**config.mk**
```make
export PLATFORM = sky130hd
export DESIGN_NAME = sw_cascade_tx
export DESIGN_NICKNAME = d
export VERILOG_FILES = /design/src/rtl/sw_tx_pkg.sv /design/src/rtl/sw_tx_period_timer.sv /design/src/rtl/sw_tx_pulse_shaper.sv /design/src/rtl/sw_cascade_tx.sv
export SDC_FILE = /design/constraint.sdc
export NUM_CORES = 1
export LEC_CHECK = 0
export BUFFER_PORTS_ARGS = -buffer_cell sky130_fd_sc_hd__buf_2
export CAP_MARGIN = 10
export CORE_UTILIZATION = 35
export CTS_CLUSTER_DIAMETER = 50
export DETAILED_ROUTE_END_ITERATION = 12
export PLACE_DENSITY_LB_ADDON = 0.1
export SLEW_MARGIN = 20
export SYNTH_ARGS = -nofsm -noshare
export SYNTH_HDL_FRONTEND = slang
export SYNTH_SLANG_ARGS = --single-unit
```
**constraint.sdc**
```tcl
create_clock -name clk -period 7.45 [get_ports clk]
set_input_delay 0.3725 -clock clk [delete_from_list [all_inputs] [get_ports clk]]
set_output_delay 0.3725 -clock clk [all_outputs]
set_load 0.01 [all_outputs]
```
**src/rtl/sw_tx_pkg.sv**
```systemverilog
package sw_tx_pkg;
  typedef enum logic [2:0] {
    ST_IDLE,
    ST_FETCH,
    ST_BIT,
    ST_GAP,
    ST_DONE
  } tx_state_e;

  localparam logic [7:0] WRITE_CMD = 8'h3A;
  localparam int PKT_BITS = 32;
  localparam int GS_W = 24;
endpackage

```
**src/rtl/sw_tx_period_timer.sv**
```systemverilog
module sw_tx_period_timer #(
  parameter int DIV_W = 16
) (
  input  logic             clk,
  input  logic             rst_n,
  input  logic             run,
  input  logic [DIV_W-1:0] period,
  output logic [DIV_W-1:0] phase,
  output logic             period_end
);
  logic [DIV_W-1:0] phase_d;

  assign period_end = run && (phase == period - DIV_W'(1));

  always_comb begin
    if (!run || period_end) phase_d = '0;
    else                    phase_d = phase + DIV_W'(1);
  end

  always_ff @(posedge clk or negedge rst_n) begin
    if (!rst_n) phase <= '0;
    else        phase <= phase_d;
  end

  // the phase never leaves the current bit period
  a_r2_phase_in_range: assert property (@(posedge clk) disable iff (!rst_n)
    run |-> (phase < period));
endmodule

```
**src/rtl/sw_tx_pulse_shaper.sv**
```systemverilog
module sw_tx_pulse_shaper #(
  parameter int DIV_W     = 16,
  parameter int PULSE_CYC = 20
) (
  input  logic             active,
  input  logic             bit_val,
  input  logic [DIV_W-1:0] phase,
  input  logic [DIV_W-1:0] period,
  output logic             line
);
  localparam int EW = DIV_W + 1;
  localparam logic [EW-1:0] PW_E = EW'(PULSE_CYC);

  logic [EW-1:0] phase_e, mark_start, mark_stop;
  logic          lead_pulse, mark_pulse;

  assign phase_e    = {1'b0, phase};
  assign mark_start = {1'b0, period >> 2};
  assign mark_stop  = mark_start + PW_E;
  assign lead_pulse = phase_e < PW_E;
  assign mark_pulse = bit_val && (phase_e >= mark_start) && (phase_e < mark_stop);
  assign line       = active && (lead_pulse || mark_pulse);
endmodule

```
**src/rtl/sw_cascade_tx.sv**
```systemverilog
module sw_cascade_tx
  import sw_tx_pkg::*;
#(
  parameter int CNT_W         = 8,
  parameter int DIV_W         = 16,
  parameter int PULSE_CYC     = 20,
  parameter int EOS_PERIODS   = 4,
  parameter int LATCH_PERIODS = 10
) (
  input  logic             clk,
  input  logic             rst_n,
  input  logic             start,
  input  logic [CNT_W-1:0] dev_count,
  input  logic [DIV_W-1:0] bit_div,
  input  logic             gs_valid,
  input  logic [23:0]      gs_data,
  output logic             gs_ready,
  output logic             line_o,
  output logic             busy,
  output logic             done
);
  localparam int BIT_W = $clog2(PKT_BITS);
  localparam int PER_W = $clog2(LATCH_PERIODS + EOS_PERIODS + 1);
  localparam logic [BIT_W-1:0] LAST_BIT  = BIT_W'(PKT_BITS - 1);
  localparam logic [PER_W-1:0] EOS_LAST  = PER_W'(EOS_PERIODS - 1);
  localparam logic [PER_W-1:0] LAT_LAST  = PER_W'(LATCH_PERIODS - 1);

  tx_state_e               st_q, st_d;
  logic [PKT_BITS-1:0]     sh_q, sh_d;
  logic [BIT_W-1:0]        bit_q, bit_d;
  logic [PER_W-1:0]        per_q, per_d;
  logic [CNT_W-1:0]        dev_q, dev_d;
  logic [DIV_W-1:0]        div_q, div_d;
  logic [DIV_W-1:0]        phase;
  logic                    period_end, timer_run, last_dev;
  logic [PER_W-1:0]        gap_last;

  assign timer_run = (st_q == ST_BIT) || (st_q == ST_GAP);
  assign last_dev  = (dev_q == CNT_W'(1));
  assign gap_last  = last_dev ? LAT_LAST : EOS_LAST;

  sw_tx_period_timer #(.DIV_W(DIV_W)) u_timer (
    .clk        (clk),
    .rst_n      (rst_n),
    .run        (timer_run),
    .period     (div_q),
    .phase      (phase),
    .period_end (period_end)
  );

  sw_tx_pulse_shaper #(.DIV_W(DIV_W), .PULSE_CYC(PULSE_CYC)) u_shaper (
    .active  (st_q == ST_BIT),
    .bit_val (sh_q[PKT_BITS-1]),
    .phase   (phase),
    .period  (div_q),
    .line    (line_o)
  );

  always_comb begin
    st_d  = st_q;
    sh_d  = sh_q;
    bit_d = bit_q;
    per_d = per_q;
    dev_d = dev_q;
    div_d = div_q;
    unique case (st_q)
      ST_IDLE: begin
        if (start && (dev_count != '0)) begin
          div_d = bit_div;
          dev_d = dev_count;
          st_d  = ST_FETCH;
        end
      end
      ST_FETCH: begin
        if (gs_valid) begin
          sh_d  = {WRITE_CMD, gs_data};
          bit_d = '0;
          st_d  = ST_BIT;
        end
      end
      ST_BIT: begin
        if (period_end) begin
          if (bit_q == LAST_BIT) begin
            per_d = '0;
            st_d  = ST_GAP;
          end else begin
            bit_d = bit_q + BIT_W'(1);
            sh_d  = {sh_q[PKT_BITS-2:0], 1'b0};
          end
        end
      end
      ST_GAP: begin
        if (period_end) begin
          if (per_q == gap_last) begin
            if (last_dev) begin
              st_d = ST_DONE;
            end else begin
              dev_d = dev_q - CNT_W'(1);
              st_d  = ST_FETCH;
            end
          end else begin
            per_d = per_q + PER_W'(1);
          end
        end
      end
      ST_DONE: st_d = ST_IDLE;
      default: st_d = ST_IDLE;
    endcase
  end

  always_ff @(posedge clk or negedge rst_n) begin
    if (!rst_n) begin
      st_q  <= ST_IDLE;
      sh_q  <= '0;
      bit_q <= '0;
      per_q <= '0;
      dev_q <= '0;
      div_q <= '0;
    end else begin
      st_q  <= st_d;
      sh_q  <= sh_d;
      bit_q <= bit_d;
      per_q <= per_d;
      dev_q <= dev_d;
      div_q <= div_d;
    end
  end

  assign gs_ready = (st_q == ST_FETCH);
  assign busy     = (st_q != ST_IDLE);
  assign done     = (st_q == ST_DONE);

  // the line only moves while bits are being sent
  a_r8_line_quiet: assert property (@(posedge clk) disable iff (!rst_n)
    (st_q != ST_BIT) |-> !line_o);

  // words are only requested inside a frame
  a_r4_ready_in_frame: assert property (@(posedge clk) disable iff (!rst_n)
    gs_ready |-> busy);

  // the completion flag lasts one cycle and follows the latch gap
  a_r6_done_single: assert property (@(posedge clk) disable iff (!rst_n)
    done |=> !done);
  a_r6_done_after_gap: assert property (@(posedge clk) disable iff (!rst_n)
    done |-> ($past(st_q) == ST_GAP));

  // a frame only begins on an accepted start request
  a_r9_busy_from_start: assert property (@(posedge clk) disable iff (!rst_n)
    $rose(busy) |-> $past(start && (dev_count != '0)));

  // the captured period is held for the whole frame
  a_r3_div_held: assert property (@(posedge clk) disable iff (!rst_n)
    ((st_q != ST_IDLE) && ($past(st_q) != ST_IDLE)) |-> $stable(div_q));

  // the gap is entered only after the full packet length
  a_r1_full_packet: assert property (@(posedge clk) disable iff (!rst_n)
    ((st_q == ST_GAP) && ($past(st_q) == ST_BIT)) |-> ($past(bit_q) == LAST_BIT));
endmodule

```
# Word level (Yosys, flattened, before mapping)
# Cells that the tools add are included.
[classes]
add_sub_neg = 6
n_lt_le_gt_ge = 3
eq_ne = 17
muxes = 28
n_reduce_logical = 20
[ops]
columns = ["op", "count"]
rows = [
  ["$mux W32", 3],
  ["$pmux W32 S2", 1],
  ["$mux W8", 4],
  ["$mux W3", 7],
  ["$mux W4", 5],
  ["$lt A16 B17 Y1", 1],
  ["$add A16 B1 Y16 const B", 1],
  ["$eq A16 B16 Y1", 1],
  ["$ge A16 B14 Y1", 1],
  ["$lt A16 B5 Y1 const B", 1],
  ["$mux W16", 1],
  ["$pmux W8 S2", 1],
  ["$sub A16 B1 Y16 const B", 1],
  ["$add A14 B5 Y15 const B", 1],
  ["$mux W5", 3],
  ["$ne A2 B2 Y1 const B", 7],
  ["$pmux W3 S4", 1],
  ["$pmux W5 S2", 1],
  ["$reduce_and A5 Y1", 2],
  ["$eq A8 B1 Y1 const B", 1],
  ["$pmux W4 S2", 1],
  ["$reduce_bool A8 Y1", 1],
  ["$sub A8 B1 Y8 const B", 1],
  ["$eq A3 B2 Y1 const B", 2],
  ["16 further kinds", 25],
]
[totals]
regBits = 84
inputBits = 52
out_inout_bits = 4
word_cells = 81

# Longest topological paths before layout
[depth]
depth_word = 6
ltp_mapped = 12
ltp_nobuf = 11

# Modules after synthesis
# A second synthesis with hierarchy kept.
[hier_totals]
hier_cells = 642
area_unflattened_um2 = 5657.9
[by_module_without_submodules]
columns = ["module", "instances", "cells_per_inst", "area_each_um2", "seq_area_each_um2"]
rows = [
  ["sw_cascade_tx", 1, 350, 3335.7, 1701.6],
  ["sw_tx_period_timer", 1, 169, 1456.4, 400.4],
  ["sw_tx_pulse_shaper", 1, 123, 865.8, 0.0],
]

# Worst setup path before layout
# Ideal clock, no wire load.
[synth_path]
path_kind = "reg2reg"
startpoint = "reg div_q[0]"
endpoint = "reg sh_q[10]"
setup_ns = 0.125
arrival_time_ns = 3.019
t_required_ns = 7.325
path_slack_ns = 4.306
stages_incl_launch_ff = 10
n_path_buf = 1
synth_period_minus_slack_ns = 3.144
path_cell_list = "dfrtp_1 or4_4 or3_4 a2111oi_4 o211ai_2 a2111oi_4 nand4_2 o21ai_4 buf_12 mux2_4"
[synth_via]
elab_chain_cells = 5
[synth_rtl]
columns = ["element", "line_no", "rtl"]
rows = [
  ["from (decl)", "sw_cascade_tx.sv:33", "logic [DIV_W-1:0] div_q, div_d;"],
  ["from (signal assigned)", "sw_cascade_tx.sv:125", "div_q <= div_d;"],
  ["$sub A16 B1 Y16", "sw_tx_period_timer.sv:13", "assign period_end = run && (phase == period - DIV_W'(1));"],
  ["$eq A16 B16 Y1", "sw_tx_period_timer.sv:13", ""],
  ["$logic_and A1 B1 Y1", "sw_tx_period_timer.sv:13", ""],
  ["$ne A2 B2 Y1 (no source line)", "-", ""],
  ["$reduce_and A4 Y1 (no source line)", "-", ""],
  ["to (signal assigned)", "sw_cascade_tx.sv:114", "sh_q <= '0;"],
  ["to (signal assigned)", "sw_cascade_tx.sv:121", "sh_q <= sh_d;"],
  ["to (decl)", "sw_cascade_tx.sv:29", "logic [PKT_BITS-1:0] sh_q, sh_d;"],
]
# Every way passes these cells.
# A chain may end at the register's enable or synchronous reset.

# Final worst setup path
[layout_path]
startpoint = "reg div_q[8]"
endpoint = "out line_o"
[layout_via]
elab_chain_cells = 5
elab_cells_between_ends = 7
classes_between = "add/sub (1); order compare (2); reduce/logical (4)"
[layout_rtl]
columns = ["element", "line_no", "rtl"]
rows = [
  ["$add A14 B5 Y15 or $ge A16 B14 Y1 (tied branches)", "sw_tx_pulse_shaper.sv:19, sw_tx_pulse_shaper.sv:21", ""],
  ["$lt A16 B17 Y1 or $logic_and A1 B1 Y1 (tied branches)", "sw_tx_pulse_shaper.sv:21", "assign mark_pulse = bit_val && (phase_e >= mark_start) && (phase_e < mark_stop);"],
  ["$logic_and A1 B1 Y1 *", "sw_tx_pulse_shaper.sv:21", ""],
  ["$logic_or A1 B1 Y1 *", "sw_tx_pulse_shaper.sv:22", "assign line = active && (lead_pulse || mark_pulse);"],
  ["$logic_and A1 B1 Y1 *", "sw_tx_pulse_shaper.sv:22", ""],
  ["to (decl)", "sw_cascade_tx.sv:18", "output logic line_o,"],
]
# Every way passes the cells marked *; elsewhere a longest branch is shown, timed or not.

==> results.yml <==
run_status:
  status: "completed"
detailed_routing:
  drt-initial-drc-count: 271
  num_vias: 4462
  final_antenna_net_count: 0
  remaining_drc_errors: 0
  viasPerCell: 5.24
  wl_um: 13500
  drt-wirelength-per-cell_um: 15.8
  dr.pass1.iters: 4
worst_setup_path:
  critPathKind: "flop to primary output"
  cp.arrival_ns: 3.58
  worstPathCellList: "inv_1, nor3_1, nand3_1, nor2_1, nand3_1, xnor2_1, ha_1, and4_1, a211oi_1, a31oi_1, a2111oi_0, buf_2"
  required_ns: 7.08
  reg2reg_to: "u_timer.phase[2]$_DFF_PN0_"
  critPathMaxFanout: 6
  reg2reg_depth: 8
  r2r_start: "div_q[2]$_DFFE_PN0P_"
  r2r_setup_slack_ns: 3.67
  worst_setup_path_end_kind: "primary output"
  max_stage_delay_ns: 0.56
  start_kind: "flop"
  slowest_stage: "a2111oi_0"
  cpMostUsedCell: "nand3_1"
global_routing:
  antenna_found_initial: 0
  grt_pass1_wl_um: 22900
  track_usage: 0.175
  grt_pass1_vias: 4516
  grt_max_degree: 69
  overflow: 0
placed_design:
  gp_congestion: 0.802
  dp.final_hpwl_um: 9700
  port_buffers: 55
  pre_cts_slack_ns: 3.66
floorplan:
  initial_core_util: 0.360
  row_count: 46
  die_w_um: 130
  fp.dieH_um: 130
  fp.dieArea_um2: 16900
  coreArea_um2: 15900
  pin_count: 56
pwr:
  p_leak_nw: 2.85
  power-per-cell-area_nw_per_um2: 169
  peakVddDrop_uv: 102
cells_and_area:
  syn2layout_area_growth_pct: 13.6
  fin_nets: 719
  drive_gt1_frac: 0.223
  layout_common_cells: "dfrtp_1, buf_2, nand2_1"
  antenna_cells: 0
  layout_commonest_cell: "dfrtp_1"
sta:
  maxSlewHeadroom: 0.383
  setup_violations: 0
  fin_crit_sh: 0.530
  hold_viol_final: 0
  fmaxAchievable_ghz: 0.253
  setup_slack_ns: 3.50
  maxSlewViolCount: 0
  tns_ns: 0
  period_needed_ns: 3.95
  tightest_slew_ns: 0.926
  finClkSkew_ns: 0.0109
  grt_setup_unrepaired: "no"
cts:
  clk_latency_ns: 0.35
  cts.path.max_buffers: 2
  htree_num_levels: 3
  cts_made_buffers: 9
  root_buffer: "clkbuf_16"
  post_cts_buffers: 0
  cts_tree: "built"
  cts.clk_slew.worst_paths_ns: 0.06
  clock_sinks: 84
logic_synthesis:
  syn-num-nets: 673
  ys_seq_elements: 84
  syn-instance-count: 585
  syn_area_um2: 5740
  async_reset_ff_frac: 1.00
  ys_seq_area_frac: 0.366
  synth_ff_type: "dfrtp_1"
  ys_types: 64
  avgSynthCellArea_um2: 9.82
  synth_edf_count: 0
  yosysWarnings: 0
flow_run:
  drv_cap: 0
min_path:
  hold_path_depth: 3
  hold_start: "bit_div[12]"
  min_to: "div_q[12]$_DFFE_PN0P_"
  hold_class: "input port to flop"
-- metrics by stage --
step	instances	hold WS (ns)	util	power, W	instance area (um^2)
floorplan	585	0.0769	-	0.000566	5740
global placement	835	0.261	0.388	0.000609	6190
detailed placement	835	0.263	0.388	0.000612	6190
CTS	852	0.219	0.409	0.00113	6530
global route	852	0.241	0.409	0.00116	6530
finish	852	0.232	0.409	0.00111	6530
-- report_power, final --
| part | switching [W] | leakage, nW | internal [W] |
|---|---|---|---|
| Sequential | 0.0000201 | 0.999 | 0.000470 |
| Clock | 0.000204 | 0.159 | 0.000299 |
| Combinational | 0.0000575 | 1.69 | 0.0000552 |
| Total | 0.000281 | 2.85 | 0.000825 |
-- layout make-up --
class	count	area (um^2)
flip-flops and latches	84	2100
inverters	31	116
multi-input cells	445	3390
clock inverters	7	105
well taps	216	270
repair buffers	60	318
fillers	1615	9420
clock buffers	9	225
-- state kept, by name (all words and copies together) (netlist names) --
register       flops
dev_q              8
st_q               3
div_q             16
per_q              4
sh_q              32
u_timer.phase     16
bit_q              5
-- worst max path at each step --
stage                                  to  slack (ns)  cells past startpoint                  from
6_report                           line_o        3.50                     12  div_q[8]$_DFFE_PN0P_
5_1_grt                            line_o        3.08                     12  div_q[8]$_DFFE_PN0P_
4_1_cts                            line_o        3.35                     12  div_q[8]$_DFFE_PN0P_
3_5_place_dp   u_timer.phase[2]$_DFF_PN0_        3.66                      8  div_q[2]$_DFFE_PN0P_
3_3_place_gp                       line_o        3.71                     12  div_q[8]$_DFFE_PN0P_
2_1_floorplan        sh_q[10]$_DFFE_PN0P_        4.31                      9  div_q[0]$_DFFE_PN0P_
-- cell usage after synthesis (all sizes together), types with 4 or more instances --
cell type	number	area share
nand2	42	0.027
nor2	40	0.026
xnor2	27	0.041
mux2i	8	0.014
o21ai	33	0.031
nand2b	10	0.011
xor2	15	0.023
dfrtp	84	0.37
o22a	4	0.0061
a2111oi	5	0.014
nand3	24	0.021
and4	4	0.0061
clkbuf	20	0.013
and3	13	0.014
nor3b	5	0.0065
nor3	19	0.017
nor4	14	0.015
a21oi	13	0.011
or3	7	0.0085
a31oi	7	0.0076
a311oi	4	0.0061
inv	30	0.020
and2	4	0.0044
nand4	7	0.0087
buf	5	0.012
mux2	52	0.12
ha	36	0.078
nor2b	11	0.012
-- cell families after synthesis --
logic type / after synthesis / synth area share
simple gates: 215 / 0.200
compound gates: 92 / 0.117
flops: 84 / 0.366
mux: 60 / 0.130
buf+inv: 56 / 0.0453
xor+xnor: 42 / 0.0640
fa+ha+maj: 36 / 0.0784
-- worst max-delay path, delay by kind of cell (launching register included) --
| family | cells | cell delay, ns |
|---|---|---|
| adders and majority gates | 1 | 0.27 |
| and+or+nand+nor | 5 | 1.00 |
| xor gates and xnor gates | 1 | 0.20 |
| DFF | 1 | 0.43 |
| buffers and inverters | 2 | 0.40 |
| AOI/OAI and AO/OA | 3 | 0.93 |
-- routing by layer --
metal  global-route usage  wire length, um
met5                    0                0
met1                0.246             6870
met4               0.0629              210
met3               0.0250              398
met2                0.272             6010
-- timing repair --
item / in CTS / in global routing
endpoints found under the hold margin: 16 / 0
gates resized for setup: 0 / 0
hold buffers: 1 / 0
Note: power is estimated with default switching activity, not from simulation.
